$ cat src/rtl/dpot_i2c_pkg.sv
`timescale 1ns/1ps
package dpot_i2c_pkg;
  localparam int BYTE_BITS   = 8;
  localparam int CNT_W       = $clog2(BYTE_BITS + 1);
  localparam int PIN_BITS    = 2;
  localparam int PREFIX_BITS = BYTE_BITS - 1 - PIN_BITS;
  localparam int STATUS_BITS = 2;
  // control byte field positions (decoded by the wiper controller)
  localparam int CB_BANK = 7;
  localparam int CB_SHDN = 6;
  localparam int CB_PROG = 5;
  localparam int CB_ZERO = 4;
  localparam int CB_OVR  = 3;

  typedef enum logic [2:0] {
    PH_IDLE,
    PH_ADDR,
    PH_CTRL,
    PH_WDATA,
    PH_READ
  } phase_t;
endpackage

$ cat src/rtl/dpot_i2c_sync.sv
`timescale 1ns/1ps
module dpot_i2c_sync #(
  parameter int WIDTH  = 2,
  parameter int STAGES = 2
) (
  input  logic             clk,
  input  logic             rst,
  input  logic [WIDTH-1:0] d,
  output logic [WIDTH-1:0] q
);
  // one flop chain per line; idle bus level is high
  for (genvar g = 0; g < WIDTH; g++) begin : g_line
    logic [STAGES-1:0] chain;
    always_ff @(posedge clk) begin
      if (rst) chain <= '1;
      else     chain <= {chain[STAGES-2:0], d[g]};
    end
    assign q[g] = chain[STAGES-1];
  end
endmodule

$ cat src/rtl/dpot_i2c_events.sv
`timescale 1ns/1ps
module dpot_i2c_events (
  input  logic clk,
  input  logic rst,
  input  logic scl_s,
  input  logic sda_s,
  output logic scl_rise,
  output logic scl_fall,
  output logic start_ev,
  output logic stop_ev
);
  logic scl_q, sda_q;

  always_ff @(posedge clk) begin
    if (rst) begin
      scl_q <= 1'b1;
      sda_q <= 1'b1;
    end else begin
      scl_q <= scl_s;
      sda_q <= sda_s;
    end
  end

  assign scl_rise = scl_s & ~scl_q;
  assign scl_fall = ~scl_s & scl_q;
  assign start_ev = scl_s & scl_q & sda_q & ~sda_s;
  assign stop_ev  = scl_s & scl_q & ~sda_q & sda_s;
endmodule

$ cat src/rtl/dpot_i2c_slave.sv
`timescale 1ns/1ps
module dpot_i2c_slave
  import dpot_i2c_pkg::*;
#(
  parameter int                     SYNC_STAGES = 2,
  parameter logic [PREFIX_BITS-1:0] ADDR_PREFIX = 5'b01011
) (
  input  logic                   clk,
  input  logic                   rst,
  input  logic                   scl_i,
  input  logic                   sda_i,
  output logic                   sda_oe,
  input  logic [PIN_BITS-1:0]    addr_pins,
  input  logic [BYTE_BITS-1:0]   wiper_code,
  input  logic [STATUS_BITS-1:0] fuse_status,
  output logic                   cfg_stb,
  output logic                   cfg_bank,
  output logic                   cfg_shutdown,
  output logic                   cfg_program,
  output logic                   cfg_override,
  output logic                   wr_stb,
  output logic [BYTE_BITS-1:0]   wr_data
);
  localparam logic [CNT_W-1:0] FULL = CNT_W'(BYTE_BITS);

  logic [1:0] lines_s;
  logic scl_s, sda_s;
  logic scl_rise, scl_fall, start_ev, stop_ev;

  dpot_i2c_sync #(.WIDTH(2), .STAGES(SYNC_STAGES)) u_sync (
    .clk (clk),
    .rst (rst),
    .d   ({scl_i, sda_i}),
    .q   (lines_s)
  );
  assign scl_s = lines_s[1];
  assign sda_s = lines_s[0];

  dpot_i2c_events u_evt (
    .clk      (clk),
    .rst      (rst),
    .scl_s    (scl_s),
    .sda_s    (sda_s),
    .scl_rise (scl_rise),
    .scl_fall (scl_fall),
    .start_ev (start_ev),
    .stop_ev  (stop_ev)
  );

  phase_t               phase, after;
  logic [CNT_W-1:0]     bit_cnt;
  logic                 ack_phase;
  logic                 rd_sel;
  logic [BYTE_BITS-1:0] rx, tx, load_byte;

  // wiper code and status byte alternate in a read
  assign load_byte = rd_sel ? {fuse_status, {(BYTE_BITS-STATUS_BITS){1'b0}}}
                            : wiper_code;

  always_ff @(posedge clk) begin
    cfg_stb <= 1'b0;
    wr_stb  <= 1'b0;
    if (rst) begin
      phase        <= PH_IDLE;
      after        <= PH_IDLE;
      bit_cnt      <= '0;
      ack_phase    <= 1'b0;
      rd_sel       <= 1'b0;
      rx           <= '0;
      tx           <= '0;
      sda_oe       <= 1'b0;
      cfg_bank     <= 1'b0;
      cfg_shutdown <= 1'b0;
      cfg_program  <= 1'b0;
      cfg_override <= 1'b0;
      wr_data      <= '0;
    end else if (start_ev) begin
      phase     <= PH_ADDR;
      bit_cnt   <= '0;
      ack_phase <= 1'b0;
      rd_sel    <= 1'b0;
      sda_oe    <= 1'b0;
    end else if (stop_ev) begin
      phase     <= PH_IDLE;
      ack_phase <= 1'b0;
      sda_oe    <= 1'b0;
    end else if (scl_rise && phase != PH_IDLE) begin
      if (ack_phase) begin
        // master acknowledge slot of a read: high means NACK
        if (phase == PH_READ && sda_s) begin
          phase     <= PH_IDLE;
          ack_phase <= 1'b0;
        end
      end else if (bit_cnt != FULL) begin
        rx      <= {rx[BYTE_BITS-2:0], sda_s};
        bit_cnt <= bit_cnt + 1'b1;
      end
    end else if (scl_fall && phase != PH_IDLE) begin
      if (ack_phase) begin
        ack_phase <= 1'b0;
        bit_cnt   <= '0;
        phase     <= after;
        if (after == PH_READ) begin
          tx     <= load_byte;
          sda_oe <= ~load_byte[BYTE_BITS-1];
          rd_sel <= ~rd_sel;
        end else begin
          sda_oe <= 1'b0;
        end
      end else if (phase == PH_READ) begin
        if (bit_cnt == FULL) begin
          sda_oe    <= 1'b0;
          ack_phase <= 1'b1;
          after     <= PH_READ;
        end else if (bit_cnt != '0) begin
          tx     <= {tx[BYTE_BITS-2:0], 1'b0};
          sda_oe <= ~tx[BYTE_BITS-2];
        end
      end else if (bit_cnt == FULL) begin
        unique case (phase)
          PH_ADDR: begin
            if (rx[BYTE_BITS-1:1] == {ADDR_PREFIX, addr_pins}) begin
              ack_phase <= 1'b1;
              sda_oe    <= 1'b1;
              after     <= rx[0] ? PH_READ : PH_CTRL;
            end else begin
              phase <= PH_IDLE;
            end
          end
          PH_CTRL: begin
            ack_phase <= 1'b1;
            sda_oe    <= 1'b1;
            if (rx[CB_ZERO]) begin
              after <= PH_IDLE;
            end else begin
              after        <= PH_WDATA;
              cfg_stb      <= 1'b1;
              cfg_bank     <= rx[CB_BANK];
              cfg_shutdown <= rx[CB_SHDN];
              cfg_program  <= rx[CB_PROG];
              cfg_override <= rx[CB_OVR];
            end
          end
          PH_WDATA: begin
            ack_phase <= 1'b1;
            sda_oe    <= 1'b1;
            after     <= PH_WDATA;
            wr_stb    <= 1'b1;
            wr_data   <= rx;
          end
          default: phase <= PH_IDLE;
        endcase
      end
    end
  end
endmodule

$ cat config.mk
export PLATFORM = sky130hd
export DESIGN_NAME = dpot_i2c_slave
export DESIGN_NICKNAME = d
export VERILOG_FILES = /design/src/rtl/dpot_i2c_pkg.sv /design/src/rtl/dpot_i2c_sync.sv /design/src/rtl/dpot_i2c_events.sv /design/src/rtl/dpot_i2c_slave.sv
export SDC_FILE = /design/constraint.sdc
export NUM_CORES = 1
export LEC_CHECK = 0
export CAP_MARGIN = 5
export CORE_MARGIN = 1.5
export CORE_UTILIZATION = 57
export CTS_CLUSTER_SIZE = 24
export DETAILED_ROUTE_END_ITERATION = 12
export PLACE_DENSITY = 0.88
export RECOVER_POWER = 25
export SYNTH_ARGS = -nofsm -noshare
export SYNTH_HDL_FRONTEND = slang
export SYNTH_SLANG_ARGS = --single-unit
$ cat constraint.sdc
create_clock -name clk -period 3.78 [get_ports clk]
set_clock_uncertainty 0.05 [all_clocks]
set_input_delay 0.756 -clock clk [delete_from_list [all_inputs] [get_ports clk]]
set_output_delay 0.756 -clock clk [all_outputs]
set_load 0.005 [all_outputs]
==> out/summary.md, run 1 <==
The TritonCTS sink count came out at 48. TritonCTS built the clock tree. The starting density of the core came out at 0.608.

The detailed-route wire length per cell was 14.6 um; the ratio of final minimum period to clock period was 0.714. The number of cells on the worst hold path came out at 1. The via count of the first global-routing pass is 1708. Gates resized during post-CTS repair numbered 0.

The signal on the critical path passes through dlygate4sd3_1 -> clkbuf_1 -> nor4_1 -> a31o_2. The tools report the source of the worst register-to-register timing path as ack_phase. The routed design could run at a clock period as short as 2.70 ns. The fraction of final layout cells with drive strength greater than 1 is 0.0842, and the number of vias in the routed layout is 1863. The count of cells in the finished layout, fillers not included, comes to 321.

The detailed-router iteration count before antenna repair was 4. Clock latency reported for the late side of the worst-skew pair: 0.30 ns. The tree is rooted in a sky130_fd_sc_hd__clkbuf_8.

Across the VDD grid, the largest voltage drop is 0.341 mV. In this run the worst setup path begins at rst. The logs give 0 for the number of antenna violations at the first check in global routing and 314 for the total placed cells including tap cells. The count of buffer and inverter cells on the critical path was 2. The congestion estimate from routability-driven global placement came to 0.857. The run gives 0 as the antenna diode count. Final instance area: 2660 um2. After detailed routing, the number of remaining DRC violations is 0. The die footprint is 4380 um2, and the final wirelength is 4690 um. For this block, the initial DRC count from the detailed router was 90. After synthesis, the most frequently instantiated cells are sky130_fd_sc_hd__dfxtp_1, sky130_fd_sc_hd__nor2_1, sky130_fd_sc_hd__mux2i_1, sky130_fd_sc_hd__a21oi_1, sky130_fd_sc_hd__nor2b_1.

The area share of the largest cell type after synthesis is 0.422. Count of final max-slew check failures: 38. The flow ran to the end, but the final reports show violations. For the gate count after technology mapping, the log shows 249. The leakage component of the power is 1.03 nW, and the post-synthesis sequential element count is 48.

The count of endpoints failing hold in the final timing report is 0, and the headroom to the max-slew limit is -0.00273. Timing would allow up to 0.371 GHz. The number of buffers on the longest clock path came out at 2. By area the synthesized netlist is led by sky130_fd_sc_hd__dfxtp_1, sky130_fd_sc_hd__mux2i_1, sky130_fd_sc_hd__nor2_1.

The mean instance size in the synthesized netlist is 9.14 um2, and the async set-reset flop share out of synthesis is 0. Row generation in the floorplan step produced 22 rows. The worst endpoint required time was 3.93 ns. Setup repair after global routing left no endpoint under its margin. The largest incremental delay on the critical path works out to 1.10 ns.

Share of the yosys chip area belonging to registers: 0.422. The family with the most delay on the worst path is buffers and inverters. The clock slew seen by the registers of the worst setup and hold paths works out to 0.08 ns. The maximum fanout encountered on the critical timing path was 38.

The net count reported at finish was 291; the remaining antenna violation count after routing was 0. The number of nets handed over by synthesis was 267. The first-pass GRT wire length came out at 7730 um.

The tools report the netlist area before placement as 2270 um2. sky130_fd_sc_hd__dfxtp_1 takes more of the synthesized area than any other cell. The worst setup path is captured at a flop. The startpoint identified for the worst hold timing path is u_sync.g_line[0].chain[0].

Buffers inserted during clock tree synthesis total 5. Adding up every negative setup slack in the final design gives 0 ns. The cell with the most instances after synthesis was sky130_fd_sc_hd__dfxtp_1. After detailed placement, the total cell area comes to 2570 um2.

The critical path startpoint category was a primary input. At the pin with the least slew margin, the transition time is 1.50 ns. For this run, the leading register cell type out of synthesis is sky130_fd_sc_hd__dfxtp_1.

The post-CTS setup-driven buffer insertion count was 0; the post-synthesis to final-layout area growth was 16.9%. The worst register-to-register path ends at tx[1]. The count of flip-flops with a built-in enable after synthesis was 0.

The final reports fail on max-capacitance violations, max-slew violations. Setup-violating endpoint count in the final report: 0. The count of cell types in the netlist was 56. Entering global routing, the biggest net connects 39 pins.

The filler cells instantiated in the layout total 304. The run gives 1.32 ns as the flop-to-flop setup slack. The total power of the final layout was 861 uW.

The number of maximum-capacitance violations is 1, and the areal power density over the cells is 324 nW/um2. The arrival time of data at the critical path endpoint came out at 2.85 ns. The worst min-delay path endpoint is u_sync.g_line[0].chain[1].

After legalization and detailed placement, the total HPWL measured 3270 um. Global routing finished with a remaining overflow of 0. The slowest library cell on the worst path was sky130_fd_sc_hd__clkbuf_1. The logs give 0.234 for the global-route usage over all layers and 2 for the level count of the clock H-tree.

The tools report the hold buffer count at CTS as 0. The path class of the tightest hold or removal check is flop to flop. The path depth of the worst reg2reg path is 5, and the number of warning messages in the yosys log is 0.

The detailed-route vias per instance was 5.80. The classification of the worst setup path was primary input to flop. From left edge to right edge, the die measures 66.2 um. During I/O placement, the number of pins put on the boundary was 31.

The core region is 3740 um2. The number of I/O port buffers was 30. From bottom edge to top edge, the die measures 66.2 um.

The end-of-flow core utilization is 0.711.
==> cell families (layout without fill, tap and decap cells) <==
group | Yosys count | after routing | synth area share
XOR/XNOR | 6 | 6 | 0.0231
adder cells (fa/ha/maj) | 2 | 2 | 0.0110
AO/OA/AOI/OAI | 49 | 49 | 0.149
multiplexers | 25 | 25 | 0.111
AND/OR/NAND/NOR | 98 | 98 | 0.240
buffers and inverters | 21 | 45 | 0.0440
flip-flops | 48 | 48 | 0.422
==> sequential cells by signal, indices dropped and copies added, names as in the netlist, 3 cells and up <==
signal	flops
rx	8
wr_data	8
tx	7
bit_cnt	4
u_sync.g_line.chain	4
after	3
phase	3
==> area by class of cell <==
type                            instances  area (um2)  share of cell area
Timing Repair Buffer                   32         312               0.117
Inverter                                6        22.5             0.00847
Sequential cell                        48         961               0.361
Tap cell                               48        60.1              0.0226
Multi-Input combinational cell        180        1210               0.456
Clock buffer                            6        82.6              0.0310
Clock inverter                          1        8.76             0.00329
==> metrics by stage <==
stage / setup slack [ns] / hold slack (ns)
floorplan: 1.82 / 0.339
global placement: 1.30 / 0.341
detailed placement: 1.23 / 0.351
CTS: 1.44 / 0.371
global route: 0.843 / 0.391
finish: 1.08 / 0.368
==> report_power, final <==
part	total [mW]	switching, mW	internal [mW]
registers	0.511	0.00280	0.508
logic	0.0401	0.0196	0.0206
clock network	0.310	0.165	0.146
==> worst reg2reg max path: cells and delay by family, from the launching register on <==
family / cells / cell delay, ns
AOI/OAI and AO/OA: 3 / 0.81
DFF: 1 / 0.91
and+or+nand+nor: 2 / 0.51
==> cells in the final DEF, fill, tap and decap left out, drive strengths merged, types with 2 or more instances in the layout <==
cell / synthesis / routed
dfxtp: 48 / 48
or2: 8 / 8
xor2: 4 / 4
clkdlybuf4s50: 0 / 22
nand2b: 5 / 5
mux2i: 24 / 24
xnor2: 2 / 2
a2111oi: 5 / 5
nor4: 2 / 2
inv: 6 / 6
a31o: 2 / 2
a21boi: 3 / 3
nor3b: 2 / 2
a21oi: 16 / 16
nand3: 9 / 9
a31oi: 2 / 2
nor2: 32 / 32
nand4: 3 / 3
ha: 2 / 2
nor2b: 10 / 10
a221o: 2 / 2
nor3: 7 / 7
clkbuf: 7 / 7
dlygate4sd3: 0 / 8
o211ai: 2 / 2
and2b: 2 / 2
nand3b: 2 / 2
o21ai: 8 / 8
and2: 2 / 2
nand2: 6 / 6
==> routing by layer <==
| layer | track usage | wire, um | part of all wire | up-vias |
|---|---|---|---|---|
| li1 | - | - | - | 932 |
| met1 | 0.286 | 2140 | 0.46 | 881 |
| met2 | 0.385 | 2260 | 0.48 | 42 |
| met3 | 0.0647 | 204 | 0.043 | 8 |
| met4 | 0.0969 | 82 | 0.017 | 0 |
| met5 | 0 | 0 | 0 | - |
==> worst max path at each step <==
| stage | end | depth (start not counted) |
|---|---|---|
| global route | after[1] | 4 |
| global placement | after[1] | 6 |
| detailed placement | after[1] | 6 |
| floorplan | after[1] | 5 |
| CTS | tx[5] | 5 |
| finish | after[1] | 4 |
(Power assumes the default switching activity.)
==> inputs of run 2 (changes only) <==
--- a/config.mk
+++ b/config.mk
@@ -7,10 +7,10 @@
 export LEC_CHECK = 0
 export CAP_MARGIN = 5
 export CORE_MARGIN = 1.5
-export CORE_UTILIZATION = 57
+export CORE_UTILIZATION = 49
 export CTS_CLUSTER_SIZE = 24
 export DETAILED_ROUTE_END_ITERATION = 12
-export PLACE_DENSITY = 0.88
+export PLACE_DENSITY = 0.81
 export RECOVER_POWER = 25
 export SYNTH_ARGS = -nofsm -noshare
 export SYNTH_HDL_FRONTEND = slang
==> constraint.sdc (replaced) <==
create_clock -name clk -period 2.2 [get_ports clk]
set_clock_uncertainty 0.05 [all_clocks]
set_input_delay 0.44 -clock clk [delete_from_list [all_inputs] [get_ports clk]]
set_output_delay 0.44 -clock clk [all_outputs]
set_load 0.005 [all_outputs]
==> run 2 against run 1 <==
Against the previous run:
- combinational power is 79% higher
- cell area is 2.9% higher
- first-iteration DRC count is 40% higher
- worst setup slack worse by 0.89 ns
- largest power group unchanged
- sequential power is 72% higher
- largest cell class unchanged
- the flow now finishes without violations
- worst hold slack worse by 0.0035 ns
- sequential share of layout area is 1.0 points lower
==> out/summary.md, run 2 (synthesized netlist as in run 1, its figures left out) <==
In this run the clock root is driven by a sky130_fd_sc_hd__clkbuf_8. The starting density of the core is 0.515 (-0.0923), and the ratio of final minimum period to clock period is 0.911. The maximum number of pins on one net before global-route repair is 39 (unchanged), and the detailed-route wire length per cell is 14.2 um (-3.2%). The number of vias in the routed layout was 1872 (+0.48%); the number of cells upsized or downsized after cts was 0 (unchanged). The worst hold path belongs to the class flop to flop. The count of buffer and inverter cells on the critical path came out at 1 (-1). In the final layout, the registers with the most flip-flops are rx: 8 flops, wr_data: 8 flops, tx: 7 flops.

The tools report the number of primary I/O pins as 31 (unchanged). The critical path is of the flop to flop type. The number of cells on the critical path was 7 (+3); the number of maximum-capacitance violations was 0 (-1). The final estimated routing congestion in global placement was 0.842 (-1.7%); the detailed-route vias per instance was 5.62 (-3.1%). The antenna diode count is 0 (unchanged), and the overall die height is 71.1 um (+7.5%). The worst register-to-register path begins at bit_cnt[1]. The logs give 0 (unchanged) for the remaining antenna violation count after routing and 24 (+9.1%) for the row count. The number of fill cells in the layout is 397 (+31%).

The first-pass GRT wire length was 7920 um (+2.5%); the areal power density over the cells was 572 nW/um2 (+77%). The headroom to the max-slew limit is 0.459 (+0.462). Setup repair after global routing left no endpoint under its margin. In the layout the commonest cells are sky130_fd_sc_hd__dfxtp_1, sky130_fd_sc_hd__nor2_1, sky130_fd_sc_hd__mux2i_1, sky130_fd_sc_hd__clkdlybuf4s50_1, sky130_fd_sc_hd__a21oi_1. The arrival time of data at the critical path endpoint was 2.18 ns (-0.67 ns); the number of I/O port buffers was 30 (unchanged).

The logs give 0 (unchanged) for the global route total overflow and 4 (unchanged) for the detailed-router iteration count before antenna repair. The path depth of the worst reg2reg path was 7 (+2); the net count reported at finish was 298 (+2.4%). The slowest stage of the critical path belongs to the cell sky130_fd_sc_hd__or4b_1. The logs give 0 (unchanged) for the setup-violating endpoint count in the final report and 0.193 (-0.0407) for the global-route usage over all layers. The placed wire-length estimate after detailed placement is 3300 um (+1.1%), and the leakage component of the power is 1.07 nW (+4.2%).

Following the worst setup path forward leads to its endpoint at after[0]. The count of final max-slew check failures was 0 (-100%). The core area was 4410 um2 (+18%); the end-of-flow core utilization was 0.620 (-0.0904). The logs give 1730 (+1.3%) for the via count of the first global-routing pass and 333 (+3.7%) for the number of standard cells in the final layout excluding fillers.

Largest incremental delay on the critical path: 0.47 ns (-0.63 ns). The maximum operating frequency is 0.499 GHz. The flow ran to the end, and the final reports show no timing, DRC or antenna violations. Flop-to-flop setup slack: 0.20 ns (-1.12 ns). The most frequent standard cell in the layout excluding fill and tap cells is sky130_fd_sc_hd__dfxtp_1.

The worst-case vdd ir drop is 0.401 mV (+18%). The number of buffers on the longest clock path is 2 (unchanged). The shortest period the worst path allows was 2.00 ns.

Setup TNS: 0 ns (unchanged). The worst endpoint required time is 2.38 ns (-1.55 ns), and the fraction of final layout cells with drive strength greater than 1 is 0.114 (+0.0296). Traced cell by cell, the critical path runs through inv_1 -> ha_1 -> and3b_1 -> nor3b_4 -> nand2_2 -> or4b_1 -> a21oi_1. The tools report the multi-input logic area as 1210 um2 (unchanged). The hold buffer count at CTS was 0 (unchanged); the TritonCTS sink count was 48 (unchanged). The total placed cells including tap cells was 325 (+3.5%). STA classifies the critical path endpoint as a flop. From synthesis to final layout, the design area changed by 20.4%. The tools report the worst reg2reg path endpoint as after[0].

Final routed DRC violation total: 0 (unchanged). The number of antenna violations at the first check in global routing came out at 0 (unchanged). The run gives 126 (+40%) as the first-iteration detailed-routing DRC count.

The sequential cell area in the final layout is 961 um2 (unchanged). The horizontal extent of the die was 71.1 um (+7.5%). The clock buffer count from CTS came out at 5 (unchanged).

The tools report the critical path startpoint category as a flop. TritonCTS built the clock tree. The count of endpoints failing hold in the final timing report was 0 (unchanged). Level count of the clock H-tree: 2 (unchanged). The tools report the final wirelength as 4710 um (+0.47%).

The maximum fanout encountered on the critical timing path is 6 (-84%), and the clock slew seen by the registers of the worst setup and hold paths is 0.08 ns (about the same). The critical path starts at bit_cnt[1]. The die footprint is 5060 um2 (+16%).

Clock latency reported for the late side of the worst-skew pair: 0.30 ns (about the same). The transition at the pin with the smallest max-transition slack is 0.802 ns (-0.702 ns), and the post-CTS setup-driven buffer insertion count is 0 (unchanged). The family with the most delay on the worst path is simple AND/OR/NAND/NOR gates.
==> run 2: how the worst min path moves through the flow <==
stage | from | to | slack, ns | depth (start not counted)
after floorplan | u_sync.g_line[0].chain[0] | u_sync.g_line[0].chain[1] | 0.34 | 1
after global placement | u_sync.g_line[1].chain[0] | u_sync.g_line[1].chain[1] | 0.34 | 1
after detailed placement | u_sync.g_line[0].chain[0] | u_sync.g_line[0].chain[1] | 0.34 | 1
after CTS | u_sync.g_line[1].chain[0] | u_sync.g_line[1].chain[1] | 0.36 | 1
after global routing | u_sync.g_line[1].chain[0] | u_sync.g_line[1].chain[1] | 0.38 | 1
final | u_sync.g_line[1].chain[0] | u_sync.g_line[1].chain[1] | 0.36 | 1
==> run 2: layout make-up <==
cell class | instances | area share
multi-input cells | 180 | 0.443
well taps | 52 | 0.0238
repair buffers | 39 | 0.134
clock buffers | 6 | 0.0265
inverters | 6 | 0.00823
clock inverters | 2 | 0.0128
flip-flops and latches | 48 | 0.351
==> run 2: where the power goes <==
group | switching, mW | leakage [nW] | internal [mW]
logic | 0.0345 | 0.630 | 0.0374
registers | 0.00439 | 0.388 | 0.872
clock network | 0.279 | 0.0552 | 0.337
==> run 2: through the flow <==
step / instance area, um2 / total power, mW / hold WS (ns) / worst slack (ns)
6_report: 2740 / 1.56 / 0.365 / 0.196
5_1_grt: 2740 / 1.63 / 0.378 / 0.0207
4_1_cts: 2740 / 1.57 / 0.364 / 0.191
3_5_place_dp: 2630 / 0.969 / 0.343 / 0.0833
3_3_place_gp: 2630 / 0.969 / 0.343 / 0.0689
2_1_floorplan: 2270 / 0.933 / 0.339 / 0.407
==> run 2: metal layers <==
layer  global-route usage  vias to the layer above  wire length (um)  share of wire
li1                     -                      943                 -              -
met1                0.238                      867              2150           0.46
met2                0.327                       55              2250           0.48
met3               0.0527                        7               252          0.053
met4               0.0650                        0                58          0.012
met5                    0                        -                 0              0
==> run 2: worst register-to-register path, stage by stage, from the launching register on <==
cell and delay (ns):
sky130_fd_sc_hd__dfxtp_1 0.33, sky130_fd_sc_hd__inv_1 0.08, sky130_fd_sc_hd__ha_1 0.14, sky130_fd_sc_hd__and3b_1 0.30, sky130_fd_sc_hd__nor3b_4 0.33, sky130_fd_sc_hd__nand2_2 0.10
sky130_fd_sc_hd__or4b_1 0.47, sky130_fd_sc_hd__a21oi_1 0.14
